==> config.mk <==
export PLATFORM = sky130hd
export DESIGN_NAME = pipe_sram
export DESIGN_NICKNAME = d
export VERILOG_FILES = /design/src/rtl/pipe_sram_pkg.sv /design/src/rtl/pipe_sram_rstsync.sv /design/src/rtl/pipe_sram_wdec.sv /design/src/rtl/pipe_sram_array.sv /design/src/rtl/pipe_sram_outctl.sv /design/src/rtl/pipe_sram.sv
export SDC_FILE = /design/constraint.sdc
export NUM_CORES = 1
export LEC_CHECK = 0
export BUFFER_PORTS_ARGS = -buffer_cell sky130_fd_sc_hd__buf_2
export CAP_MARGIN = 20
export CORE_ASPECT_RATIO = 0.6
export CORE_MARGIN = 4
export CORE_UTILIZATION = 45
export DETAILED_ROUTE_END_ITERATION = 12
export PLACE_DENSITY_LB_ADDON = 0.2
export SLEW_MARGIN = 40
export SYNTH_ARGS = -nofsm -noshare
export SYNTH_HDL_FRONTEND = slang
export SYNTH_SLANG_ARGS = --single-unit
==> constraint.sdc <==
create_clock -name clk -period 1.17 [get_ports clk]
set_input_delay 0.0585 -clock clk [delete_from_list [all_inputs] [get_ports clk]]
set_output_delay 0.0585 -clock clk [all_outputs]
set_load 0.02 [all_outputs]
==> src/rtl/pipe_sram_pkg.sv <==
package pipe_sram_pkg;

  // Kind of access held in the capture stage
  typedef enum logic [1:0] {
    OP_IDLE  = 2'd0,
    OP_READ  = 2'd1,
    OP_WRITE = 2'd2
  } sram_op_e;

  // Number of flops in the reset release chain
  localparam int RST_STAGES = 2;

endpackage

==> src/rtl/pipe_sram_rstsync.sv <==
module pipe_sram_rstsync #(
  parameter int STAGES = 2
) (
  input  logic clk,
  input  logic rst_n,
  output logic rst_sync_n
);

  logic [STAGES-1:0] chain_q;
  logic [STAGES-1:0] chain_d;

  always_comb begin
    chain_d = {chain_q[STAGES-2:0], 1'b1};
  end

  // Assert at once, release after STAGES edges
  always_ff @(posedge clk or negedge rst_n) begin
    if (!rst_n) chain_q <= '0;
    else        chain_q <= chain_d;
  end

  assign rst_sync_n = chain_q[STAGES-1];

endmodule

==> src/rtl/pipe_sram_wdec.sv <==
module pipe_sram_wdec #(
  parameter int LANES = 4
) (
  input  logic             wr_all_n,
  input  logic             wr_lane_en_n,
  input  logic [LANES-1:0] lane_sel_n,
  output logic [LANES-1:0] strobe,
  output logic             is_write
);

  // Whole-word write wins over the lane path
  for (genvar g = 0; g < LANES; g++) begin : g_lane
    always_comb begin
      strobe[g] = !wr_all_n || (!wr_lane_en_n && !lane_sel_n[g]);
    end
  end

  always_comb begin
    is_write = !wr_all_n || !wr_lane_en_n;
  end

endmodule

==> src/rtl/pipe_sram_array.sv <==
module pipe_sram_array #(
  parameter int LANES  = 4,
  parameter int LANE_W = 9,
  parameter int DEPTH  = 16,
  localparam int AW    = $clog2(DEPTH),
  localparam int DW    = LANES * LANE_W
) (
  input  logic             clk,
  input  logic [AW-1:0]    acc_addr,
  input  logic             wr_en,
  input  logic [LANES-1:0] wr_strb,
  input  logic [DW-1:0]    wr_data,
  input  logic             rd_en,
  output logic [DW-1:0]    rd_data
);

  // One storage column per lane; contents are never reset
  for (genvar g = 0; g < LANES; g++) begin : g_col
    logic [LANE_W-1:0] cells [DEPTH];
    logic [LANE_W-1:0] rd_q;
    logic [LANE_W-1:0] rd_d;
    logic              lane_wr;

    always_comb begin
      lane_wr = wr_en && wr_strb[g];
      rd_d    = rd_en ? cells[acc_addr] : rd_q;
    end

    always_ff @(posedge clk) begin
      if (lane_wr) cells[acc_addr] <= wr_data[g*LANE_W +: LANE_W];
    end

    always_ff @(posedge clk) begin
      rd_q <= rd_d;
    end

    assign rd_data[g*LANE_W +: LANE_W] = rd_q;
  end

endmodule

==> src/rtl/pipe_sram_outctl.sv <==
module pipe_sram_outctl #(
  parameter int DW = 36
) (
  input  logic          clk,
  input  logic          rst_n,
  input  logic          b_rd,
  input  logic          b_sel,
  input  logic [DW-1:0] b_data,
  input  logic          out_en_n,
  input  logic          doze,
  output logic [DW-1:0] rdata,
  output logic          rdata_oe
);

  logic          c_rd_q, c_rd_d;
  logic [DW-1:0] c_data_q, c_data_d;
  logic          drive;

  always_comb begin
    c_rd_d   = b_rd;
    c_data_d = b_rd ? b_data : c_data_q;
  end

  always_ff @(posedge clk or negedge rst_n) begin
    if (!rst_n) c_rd_q <= 1'b0;
    else        c_rd_q <= c_rd_d;
  end

  always_ff @(posedge clk) begin
    c_data_q <= c_data_d;
  end

  // Enable and doze act without a clock
  always_comb begin
    drive    = c_rd_q && b_sel && !out_en_n && !doze;
    rdata_oe = drive;
    rdata    = drive ? c_data_q : '0;
  end

endmodule

==> src/rtl/pipe_sram.sv <==
module pipe_sram
  import pipe_sram_pkg::*;
#(
  parameter int LANES  = 4,
  parameter int LANE_W = 9,
  parameter int DEPTH  = 16,
  localparam int AW    = $clog2(DEPTH),
  localparam int DW    = LANES * LANE_W
) (
  input  logic             clk,
  input  logic             rst_n,
  input  logic             sel_a_n,
  input  logic             sel_b,
  input  logic             sel_c_n,
  input  logic [AW-1:0]    addr,
  input  logic             wr_all_n,
  input  logic             wr_lane_en_n,
  input  logic [LANES-1:0] lane_sel_n,
  input  logic [DW-1:0]    wdata,
  input  logic             out_en_n,
  input  logic             doze,
  output logic [DW-1:0]    rdata,
  output logic             rdata_oe
);

  logic rst_i_n;

  pipe_sram_rstsync #(.STAGES(RST_STAGES)) u_rst (
    .clk        (clk),
    .rst_n      (rst_n),
    .rst_sync_n (rst_i_n)
  );

  // Lane strobe decode on the raw inputs
  logic [LANES-1:0] strb_now;
  logic             wr_now;

  pipe_sram_wdec #(.LANES(LANES)) u_wdec (
    .wr_all_n     (wr_all_n),
    .wr_lane_en_n (wr_lane_en_n),
    .lane_sel_n   (lane_sel_n),
    .strobe       (strb_now),
    .is_write     (wr_now)
  );

  // Capture stage
  sram_op_e         a_op_q, a_op_d;
  logic             a_sel_q, a_sel_d;
  logic [AW-1:0]    a_addr_q, a_addr_d;
  logic [LANES-1:0] a_strb_q, a_strb_d;
  logic [DW-1:0]    a_wdata_q, a_wdata_d;
  logic             sel_now, cap_en;

  always_comb begin
    sel_now   = !sel_a_n && sel_b && !sel_c_n;
    cap_en    = sel_now && !doze;
    a_sel_d   = sel_now;
    a_op_d    = OP_IDLE;
    if (cap_en) a_op_d = wr_now ? OP_WRITE : OP_READ;
    a_addr_d  = cap_en ? addr : a_addr_q;
    a_strb_d  = (cap_en && wr_now) ? strb_now : a_strb_q;
    a_wdata_d = (cap_en && wr_now) ? wdata : a_wdata_q;
  end

  always_ff @(posedge clk or negedge rst_i_n) begin
    if (!rst_i_n) begin
      a_op_q  <= OP_IDLE;
      a_sel_q <= 1'b0;
    end else begin
      a_op_q  <= a_op_d;
      a_sel_q <= a_sel_d;
    end
  end

  always_ff @(posedge clk) begin
    a_addr_q  <= a_addr_d;
    a_strb_q  <= a_strb_d;
    a_wdata_q <= a_wdata_d;
  end

  // Array access from the capture stage
  logic          arr_wr_en, arr_rd_en;
  logic [DW-1:0] arr_rd_data;

  always_comb begin
    arr_wr_en = (a_op_q == OP_WRITE) && !doze;
    arr_rd_en = (a_op_q == OP_READ);
  end

  pipe_sram_array #(
    .LANES  (LANES),
    .LANE_W (LANE_W),
    .DEPTH  (DEPTH)
  ) u_array (
    .clk      (clk),
    .acc_addr (a_addr_q),
    .wr_en    (arr_wr_en),
    .wr_strb  (a_strb_q),
    .wr_data  (a_wdata_q),
    .rd_en    (arr_rd_en),
    .rd_data  (arr_rd_data)
  );

  // Array read stage control
  logic b_rd_q, b_rd_d;
  logic b_sel_q, b_sel_d;

  always_comb begin
    b_rd_d  = (a_op_q == OP_READ);
    b_sel_d = a_sel_q;
  end

  always_ff @(posedge clk or negedge rst_i_n) begin
    if (!rst_i_n) begin
      b_rd_q  <= 1'b0;
      b_sel_q <= 1'b0;
    end else begin
      b_rd_q  <= b_rd_d;
      b_sel_q <= b_sel_d;
    end
  end

  pipe_sram_outctl #(.DW(DW)) u_out (
    .clk      (clk),
    .rst_n    (rst_i_n),
    .b_rd     (b_rd_q),
    .b_sel    (b_sel_q),
    .b_data   (arr_rd_data),
    .out_en_n (out_en_n),
    .doze     (doze),
    .rdata    (rdata),
    .rdata_oe (rdata_oe)
  );

endmodule

==> results of run 1 <==
## flip-flops by register name, indices dropped and copies added, names as in the netlist, 2 cells and up
register and count:
u_rst.chain_q 2, u_array.g_col.cells 576, a_strb_q 4, a_wdata_q 36, a_addr_q 4, u_array.g_col.rd_q 36, a_op_q 2, u_out.c_data_q 36
## routing by layer
layer	vias to the layer above	routed length, um	share of wire	GRT usage
met5	-	0	0	0
met4	0	906	0.015	0.0349
met3	69	3740	0.060	0.0362
met2	430	28400	0.46	0.292
met1	6943	29400	0.47	0.308
li1	5476	-	-	-
## area by class of cell
cell class                 count  area, um2  share of cell area
sequential                   700      21000               0.620
multi-input combinational    392       5530               0.163
timing repair buffer         338       4350               0.129
clock buffer                  69       1560              0.0460
tap                          759        950              0.0281
clock inverter                41        453              0.0134
antenna                        1       2.50           0.0000740
## stage by stage
stage	area, um2	util	hold slack [ns]
detailed placement	29400	0.522	-0.152
CTS	32700	0.581	0.121
global route	33800	0.600	0.120
global placement	29400	0.522	-0.155
floorplan	26100	-	-0.237
finish	33800	0.600	0.139
## worst reg2reg max path, stage by stage, from the launching register on
cell and delay, ns:
edfxtp_1 0.41, buf_6 0.16, clkbuf_16 0.18, buf_8 0.15, nor2b_4 0.19, nand2_2 0.08
buf_6 0.16, nor2_4 0.19, clkbuf_16 0.20
## cell usage in the layout, fill, tap and decap left out, types with 10 or more instances in the layout
master,count
buf_4,52
clkinv_1,12
buf_2,53
a22oi_1,28
dlygate4sd3_1,54
edfxtp_1,692
buf_12,94
nor2_4,42
nor2_2,19
buf_6,61
clkbuf_16,73
mux4_2,144
and2_4,25
nand2_1,35
clkinv_2,15
bufinv_16,10
a22oi_2,44
and2_1,12
## cell families after synthesis
| group | after synthesis | synth area share |
|---|---|---|
| other cells | 1 | 0.000145 |
| flops | 700 | 0.811 |
| buf+inv | 58 | 0.0122 |
| compound gates | 77 | 0.0219 |
| mux | 144 | 0.125 |
| simple gates | 170 | 0.0298 |
## power by group through the flow
stage,sequential (mW),clock [mW],combinational (mW)
detailed placement,28.1,0,1.04
CTS,27.6,20.9,1.27
global placement,28.1,0,1.03
global route,27.6,22.0,1.49
finish,27.6,20.4,1.40
floorplan,28.0,0,0.582
## how the worst min path moves through the flow
| stage | end | cells after the start | slack, ns |
|---|---|---|---|
| after floorplan | u_rst.chain_q[0]$_DFF_PN0_ | 0 | -0.24 |
| after global placement | u_rst.chain_q[0]$_DFF_PN0_ | 1 | -0.16 |
| after detailed placement | u_rst.chain_q[1]$_DFF_PN0_ | 1 | -0.15 |
| after CTS | a_addr_q[2]$_DFFE_PP_ | 3 | 0.12 |
| after global routing | a_addr_q[2]$_DFFE_PP_ | 3 | 0.12 |
| final | a_addr_q[2]$_DFFE_PP_ | 3 | 0.14 |
## what timing repair did
action                                 4_1_cts  5_1_grt
setup endpoints to repair                  685      686
gates cloned                                 6       16
setup buffers                                9       23
pin swaps                                   26       41
endpoints found under the hold margin       56        0
hold buffers                                54        0
gates resized for setup                    152      135
==> flow_metrics.tcl, run 1 <==
set metrics [dict create \
    tightestPinTransition_ns 0.601 \
    core-area_um2 56300 \
    finClkSkew_ns 0.0168 \
    hold_path.startpoint "doze" \
    die_x_um 318 \
    drive_above_1_share 0.444 \
    path_max_fanout 7 \
    grt_pass1_wl_um 89000 \
    p_per_area_nw_per_um2 1460 \
    crit_path_start "a_addr_q[0]$_DFFE_PP_" \
    die_y_um 194 \
    ant_nets 0 \
    dpl_worst_slack_ns -0.924 \
    synth_area_um2 25900 \
    crit_end "u_array.g_col[3].cells[2][7]$_DFFE_PP_" \
    remaining_drc_errors 0 \
    r2r_cells 8 \
    power_leakage_nw 11.0 \
    post_synth_num_cell_types 19 \
    area_growth_pct 30.7 \
    rows 67 \
    slew_headroom 0.599 \
    cts_root_buffer "clkbuf_16" \
    nets 1545 \
    reg2reg_slack_ns -0.83 \
    crit_required_ns 1.50 \
    hold_viol_final 0 \
    violations "negative setup slack" \
    crit_slowest_cell "edfxtp_1" \
    dp_hpwl_um 36500 \
    cp_slowest_stage_delay_ns 0.41 \
    firstDrtPassIters 5 \
    synthTopCellsByCount "edfxtp_1 (692), mux4_2 (144), a22oi_1 (72), nor2_1 (62), nand2_1 (54)" \
    antenna_found_initial 0 \
    yosys-top-cells-area "edfxtp_1 (80%), mux4_2 (13%), a22oi_1 (2.1%), nor2_1 (0.90%), and2_1 (0.89%)" \
    avgSynthCellArea_um2 22.5 \
    gp_congestion 0.752 \
    status "finished, violations left" \
    synth-edff-count 692 \
    worst-path-stages 8 \
    rsz0062_at_grt "true" \
    synthesis.nets 1203 \
    ir_worst_vdd_uv 1590 \
    ys_async_sr_fraction 0.0114 \
    fmax_ghz 0.499 \
    r2r-start "a_addr_q[0]$_DFFE_PP_" \
    htree_levels 2 \
    numCtsBuffers 60 \
    power_mw 49.4 \
    fin_cells 2300 \
    grt_util_all_layers 0.196 \
    start_util 0.459 \
    syn_inst 1150 \
    wl_per_cell_um 27.2 \
    setup_slack_ns -0.835 \
    seq_power_share 0.558 \
    setup-violations-final 685 \
    cp-end-kind "flop" \
    design.portCount 90 \
    path_delay_family "buffers and inverters" \
    port_buffers 89 \
    fillCellCount 4012 \
    via_per_inst 5.62 \
    power_switching_mw 9.53 \
    worstSkewPairLatency_ns 0.61 \
    critPathLaunchType "flop" \
    period_minus_slack_ns 2.00 \
    worstPathArrival_ns 2.33 \
    clk_pin_slew_ns 0.07 \
    worstReg2RegEnd "u_array.g_col[3].cells[2][7]$_DFFE_PP_" \
    grt_pass1_vias 13200 \
    ys.flop_type "edfxtp_1" \
    worstPathCellList "buf_6, clkbuf_16, buf_8, nor2b_4, nand2_2, buf_6, nor2_4, clkbuf_16" \
    fin_tns_setup_ns -448.35 \
    clockBufferDepth 3 \
    grt_overflow 0 \
    yosysWarnings 0 \
    cts_tree "done" \
    min_period_over_period 1.71 \
    clockPowerShare 0.414 \
    synth_top_area_share 0.803 \
    drt_iter0_drc 1233 \
    combPwrFrac 0.028 \
    grt_max_degree 31 \
    path_class "flop to flop" \
    routed_wl_um 62500 \
    dieArea_um2 61500 \
    clock_sinks 700 \
    yosysSeqAreaShare 0.811 \
    synth_most_common_cell "edfxtp_1" \
    p_sw_frac 0.193 \
    synth_top_area_cell "edfxtp_1" \
    dr_total_vias 12900 \
    dp_cells 2082 \
    drv_cap 0 \
    min_path_type "input port to flop" \
    cp_num_buf_inv 5 \
    slew_viol_final 0 \
    cell_internal_pwr_mw 39.9 \
    synth.ff_latch_count 700 \
]
Power figures use the tool's default switching activity.
==> run 2, diff against run 1 <==
--- a/config.mk
+++ b/config.mk
@@ -5,6 +5,7 @@
 export SDC_FILE = /design/constraint.sdc
 export NUM_CORES = 1
 export LEC_CHECK = 0
+export ABC_AREA = 1
 export BUFFER_PORTS_ARGS = -buffer_cell sky130_fd_sc_hd__buf_2
 export CAP_MARGIN = 20
 export CORE_ASPECT_RATIO = 0.6
==> flow_metrics.tcl, run 2 <==
set metrics [dict create \
    path_class "flop to flop" \
    port_buffers 89 \
    synth.ff_latch_count 700 \
    muxShareOfSynthArea 0 \
    ir_worst_vdd_uv 1110 \
    violations "negative setup slack" \
    synth_top_area_share 0.730 \
    dr_total_vias 19600 \
    hold_viol_final 0 \
    cell_internal_pwr_mw 39.3 \
    syn_inst 2627 \
    tightestPinTransition_ns 0.614 \
    cts_root_buffer "clkbuf_16" \
    synthTopCellsByCount "nand2_1 (1573), edfxtp_1 (692), inv_1 (115), nor2_1 (108), buf_2 (44)" \
    seq_power_share 0.553 \
    dp_hpwl_um 43500 \
    largest_register_ffs 576 \
    worstPathArrival_ns 2.30 \
    min_period_over_period 1.66 \
    clockPowerShare 0.403 \
    crit_required_ns 1.53 \
    grt_pass1_vias 18400 \
    firstDrtPassIters 6 \
    grt_pass1_wl_um 112000 \
    drive_above_1_share 0.193 \
    fin_cells 3888 \
    grt_max_degree 87 \
    cts_tree "done" \
    nets 3051 \
    layout_common_cells "nand2_1 (1537), edfxtp_1 (692), buf_12 (111)" \
    cp-end-kind "flop" \
    post_synth_num_cell_types 19 \
    area_growth_pct 31.4 \
    min_path_type "input port to flop" \
    period_minus_slack_ns 1.94 \
    ys.flop_type "edfxtp_1" \
    core-area_um2 62600 \
    power_switching_mw 10.4 \
    dpl_worst_slack_ns -0.600 \
    grt_overflow 0 \
    avgSynthCellArea_um2 10.8 \
    crit_path_start "a_addr_q[2]$_DFFE_PP_" \
    start_util 0.455 \
    slew_headroom 0.590 \
    synth_top_family_by_area "simple AND/OR/NAND/NOR gates" \
    yosys-top-cells-area "edfxtp_1 (73%), nand2_1 (21%), inv_1 (1.5%), nor2_1 (1.4%), buf_2 (0.77%)" \
    yosysWarnings 0 \
    synthesis.nets 2680 \
    design.portCount 90 \
    top_register "u_array.g_col.cells" \
    dieArea_um2 67500 \
    synth_adder_area_share 0 \
    drt_iter0_drc 2324 \
    setup_slack_ns -0.770 \
    status "finished, violations left" \
    clock_sinks 700 \
    numCtsBuffers 61 \
    r2r-start "a_addr_q[2]$_DFFE_PP_" \
    die_x_um 333 \
    antenna_found_initial 2 \
    synth-edff-count 692 \
    slew_viol_final 0 \
    yosysSeqAreaShare 0.737 \
    synth_compound_area_frac 0.000879 \
    wl_per_cell_um 20.6 \
    fmax_ghz 0.515 \
    clockBufferDepth 3 \
    synth_area_um2 28500 \
    rows 71 \
    p_per_area_nw_per_um2 1330 \
    synth_top_area_cell "edfxtp_1" \
    grt_util_all_layers 0.218 \
    drv_cap 0 \
    remaining_drc_errors 0 \
    gp_congestion 0.839 \
    dp_cells 3608 \
    routed_wl_um 80100 \
    die_y_um 203 \
    setup-violations-final 692 \
    path_max_fanout 4 \
    worstSkewPairLatency_ns 0.64 \
    hold_path.startpoint "doze" \
    htree_levels 2 \
    critPathLaunchType "flop" \
    rsz0062_at_grt "true" \
    clk_pin_slew_ns 0.07 \
    power_leakage_nw 15.4 \
    p_sw_frac 0.208 \
    ys_async_sr_fraction 0.0114 \
    via_per_inst 5.04 \
    final_common_cell "nand2_1" \
    ant_nets 0 \
    yosys.area_share.simple 0.223 \
    synth_most_common_cell "nand2_1" \
    synthXorXnorAreaFrac 0 \
    combPwrFrac 0.044 \
    finClkSkew_ns 0.0129 \
]
## run 2: cell count changes after synthesis, moves of 6 or more
cell     before   now
nand2_1      54  1573
mux4_2      144     0
inv_1         0   115
a22oi_1      72     0
nor2_1       62   108
and2_1       37     0
buf_2        18    44
buf_4         0    20
buf_1         0     9
nor2b_1       6     0
## run 2: area by class of cell
class,count,area (um2)
Tap cell,839,1050
Fill cell,4923,25200
Sequential cell,700,21000
Antenna cell,1,2.50
Multi-Input combinational cell,1691,7280
Inverter,118,482
Clock buffer,83,1660
Timing Repair Buffer,425,5650
Timing Repair inverter,1,20.0
Clock inverter,30,277
## run 2: metrics by stage
stage	cell area [um2]	hold slack (ns)	util	total power [mW]	setup TNS [ns]
after detailed placement	32400	-0.148	0.517	29.6	-310.52
after floorplan	29200	-0.237	-	28.9	-309.63
after global routing	37400	0.0734	0.597	51.3	-409.68
final	37400	0.0533	0.597	49.7	-380.70
after CTS	35900	0.0103	0.574	49.8	-327.03
after global placement	32400	-0.151	0.517	29.6	-300.10
## run 2: timing repair
item	CTS	global route
endpoints found under the hold margin	56	0
cloned	15	31
pin swaps	24	32
hold buffers	54	0
setup buffers	38	34
endpoints found under the setup margin	685	728
resized for setup	65	119
## run 2: path summary, 6_finish.rpt
kind,to,slack [ns],cells past startpoint
setup / recovery,u_array.g_col[1].cells[10][1]$_DFFE_PP_,-0.77,7
hold / removal,a_op_q[0]$_DFF_PN0_,0.05,6
setup reg to reg,u_array.g_col[1].cells[10][1]$_DFFE_PP_,-0.77,7
hold reg to reg,u_out.c_rd_q$_DFF_PN0_,0.12,0
max in group asynchronous,u_rst.chain_q[1]$_DFF_PN0_,0.74,3
min in group asynchronous,u_out.c_rd_q$_DFF_PN0_,0.12,0
## run 2: power by group through the flow
| stage | Combinational, mW | Clock, mW | Sequential [mW] |
|---|---|---|---|
| global placement | 1.56 | 0 | 28.0 |
| finish | 2.18 | 20.0 | 27.5 |
| global route | 2.37 | 21.5 | 27.5 |
| CTS | 1.91 | 20.4 | 27.5 |
| detailed placement | 1.58 | 0 | 28.0 |
| floorplan | 0.880 | 0 | 28.0 |
## run 2: per-layer routing
layer | track usage | vias to the layer above | routed length, um
li1 | - | 9225 | -
met1 | 0.347 | 9463 | 37500
met2 | 0.311 | 795 | 33900
met3 | 0.0387 | 102 | 7290
met4 | 0.0489 | 0 | 1430
met5 | 0 | - | 0
## run 2: logic make-up after synthesis
logic type,Yosys count
AO/OA/AOI/OAI,5
buffers and inverters,236
flip-flops,700
other,1
AND/OR/NAND/NOR,1685
## run 2: worst max-delay path, stage by stage, from the launching register on
cell and delay, ns:
edfxtp_1 0.49, buf_6 0.18, nor2_4 0.18, buf_6 0.15
buf_6 0.12, nand2_8 0.08, nor2_4 0.24, clkbuf_16 0.20
==> run 3, diff against run 2 <==
--- a/config.mk
+++ b/config.mk
@@ -12,6 +12,7 @@
 export CORE_MARGIN = 4
 export CORE_UTILIZATION = 45
 export DETAILED_ROUTE_END_ITERATION = 12
+export HOLD_SLACK_MARGIN = 0.06
 export PLACE_DENSITY_LB_ADDON = 0.2
 export SLEW_MARGIN = 40
 export SYNTH_ARGS = -nofsm -noshare
==> flow_metrics.tcl, run 3 (synthesis results as in run 2) <==
set metrics [dict create \
    status "finished, violations left" \
    violations "negative setup slack" \
    seq_power_share 0.553 \
    clock_sinks 700 \
    grt_max_degree 87 \
    grt_pass1_wl_um 112000 \
    dp_hpwl_um 43500 \
    fillCellCount 4919 \
    cell_internal_pwr_mw 39.4 \
    critPathLaunchType "flop" \
    clockBufferDepth 3 \
    rsz0062_at_grt "true" \
    port_buffers 89 \
    cts_tree "done" \
    rows 71 \
    crit_required_ns 1.52 \
    fmax_ghz 0.515 \
    dp_cells 3608 \
    top_register "u_array.g_col.cells" \
    core-area_um2 62600 \
    routed_wl_um 80300 \
    cp_num_buf_inv 4 \
    grt_util_all_layers 0.218 \
    period_minus_slack_ns 1.94 \
    fin_cells 3889 \
    design.portCount 90 \
    layout_common_cells "nand2_1 (1537), edfxtp_1 (692), buf_12 (111)" \
    worst_hold_slack_ns 0.117 \
    antenna_found_initial 2 \
    min_period_over_period 1.66 \
    drv_cap 0 \
    area_growth_pct 31.4 \
    grt_overflow 0 \
    ant_nets 0 \
    via_per_inst 5.05 \
    path_delay_family "buffers and inverters" \
    slew_viol_final 0 \
    p_sw_frac 0.209 \
    firstDrtPassIters 5 \
    clk_pin_slew_ns 0.07 \
    fin_tns_setup_ns -380.61 \
    final_core_util 0.597 \
    die_x_um 333 \
    finClkSkew_ns 0.0128 \
    dr_total_vias 19600 \
    clockPowerShare 0.403 \
    power_switching_mw 10.4 \
    ir_worst_vdd_uv 1110 \
    cp-end-kind "flop" \
    dieArea_um2 67500 \
    power_mw 49.7 \
    path_class "flop to flop" \
    setup-violations-final 695 \
    cts_root_buffer "clkbuf_16" \
    min_path_type "flop to async pin" \
    drt_iter0_drc 2272 \
    drive_above_1_share 0.193 \
    remaining_drc_errors 0 \
    placed_area_um2 32400 \
    timing.critical_path.mode_cell "buf_6" \
    p_per_area_nw_per_um2 1330 \
    gp_congestion 0.839 \
    path_max_fanout 4 \
    final_common_cell "nand2_1" \
    finalInstanceArea_um2 37400 \
    nets 3052 \
    worstPathCellList "buf_6, nor2_4, buf_6, buf_6, nand2_8, nor2_4, clkbuf_16" \
    combPwrFrac 0.044 \
    dpl_worst_slack_ns -0.600 \
    slew_headroom 0.584 \
    start_util 0.455 \
    numCtsBuffers 61 \
    die_y_um 203 \
    wl_per_cell_um 20.6 \
    tightestPinTransition_ns 0.625 \
    setup_slack_ns -0.771 \
    power_leakage_nw 15.4 \
    grt_pass1_vias 18400 \
    crit_slowest_cell "edfxtp_1" \
    htree_levels 2 \
    hold_viol_final 0 \
    largest_register_ffs 576 \
    worstPathArrival_ns 2.30 \
    cp_slowest_stage_delay_ns 0.49 \
    worstSkewPairLatency_ns 0.64 \
]
## run 3: worst paths after layout
path | start | to | slack (ns) | cells past startpoint
worst max-delay path | a_addr_q[2]$_DFFE_PP_ | u_array.g_col[1].cells[10][1]$_DFFE_PP_ | -0.77 | 7
worst max register to register | a_addr_q[2]$_DFFE_PP_ | u_array.g_col[1].cells[10][1]$_DFFE_PP_ | -0.77 | 7
worst min-delay path | u_rst.chain_q[1]$_DFF_PN0_ | u_out.c_rd_q$_DFF_PN0_ | 0.12 | 0
worst min register to register | u_rst.chain_q[1]$_DFF_PN0_ | u_out.c_rd_q$_DFF_PN0_ | 0.12 | 0
max in group asynchronous | rst_n | u_rst.chain_q[1]$_DFF_PN0_ | 0.74 | 3
min in group clk | wdata[17] | a_wdata_q[17]$_DFFE_PP_ | 0.13 | 2
## run 3: repair_timing
action / in CTS / in global routing
setup buffers: 38 / 34
endpoints found under the hold margin: 89 / 0
gates cloned: 15 / 31
setup endpoints to repair: 685 / 728
pin swaps: 24 / 32
hold buffers: 55 / 0
gates resized for setup: 65 / 119
## run 3: cell type report
cell class,count,area (um2),share of cell area
Antenna cell,1,2.50,0.0000669
Clock buffer,83,1660,0.0444
Clock inverter,30,277,0.00739
Inverter,118,482,0.0129
Multi-Input combinational cell,1691,7280,0.194
Sequential cell,700,21000,0.561
Tap cell,839,1050,0.0281
Timing Repair Buffer,426,5660,0.151
Timing Repair inverter,1,20.0,0.000535
## run 3: power groups by stage
stage	sequential, mW	combinational, mW	clock (mW)
after floorplan	28.0	0.880	0
after global placement	28.0	1.56	0
after detailed placement	28.0	1.58	0
after CTS	27.5	1.91	20.4
after global routing	27.5	2.38	21.5
final	27.5	2.19	20.1
## run 3: per-layer routing
metal	track usage	vias to the layer above	share of wire
met3	0.0386	105	0.090
li1	-	9224	-
met5	0	-	0
met2	0.311	844	0.42
met1	0.347	9455	0.47
met4	0.0489	0	0.018
## run 3: worst register-to-register path, cell delays in order, from the launching register on
cell and delay [ns]:
edfxtp_1 0.49, buf_6 0.18, nor2_4 0.18, buf_6 0.15, buf_6 0.13, nand2_8 0.08, nor2_4 0.25, clkbuf_16 0.21
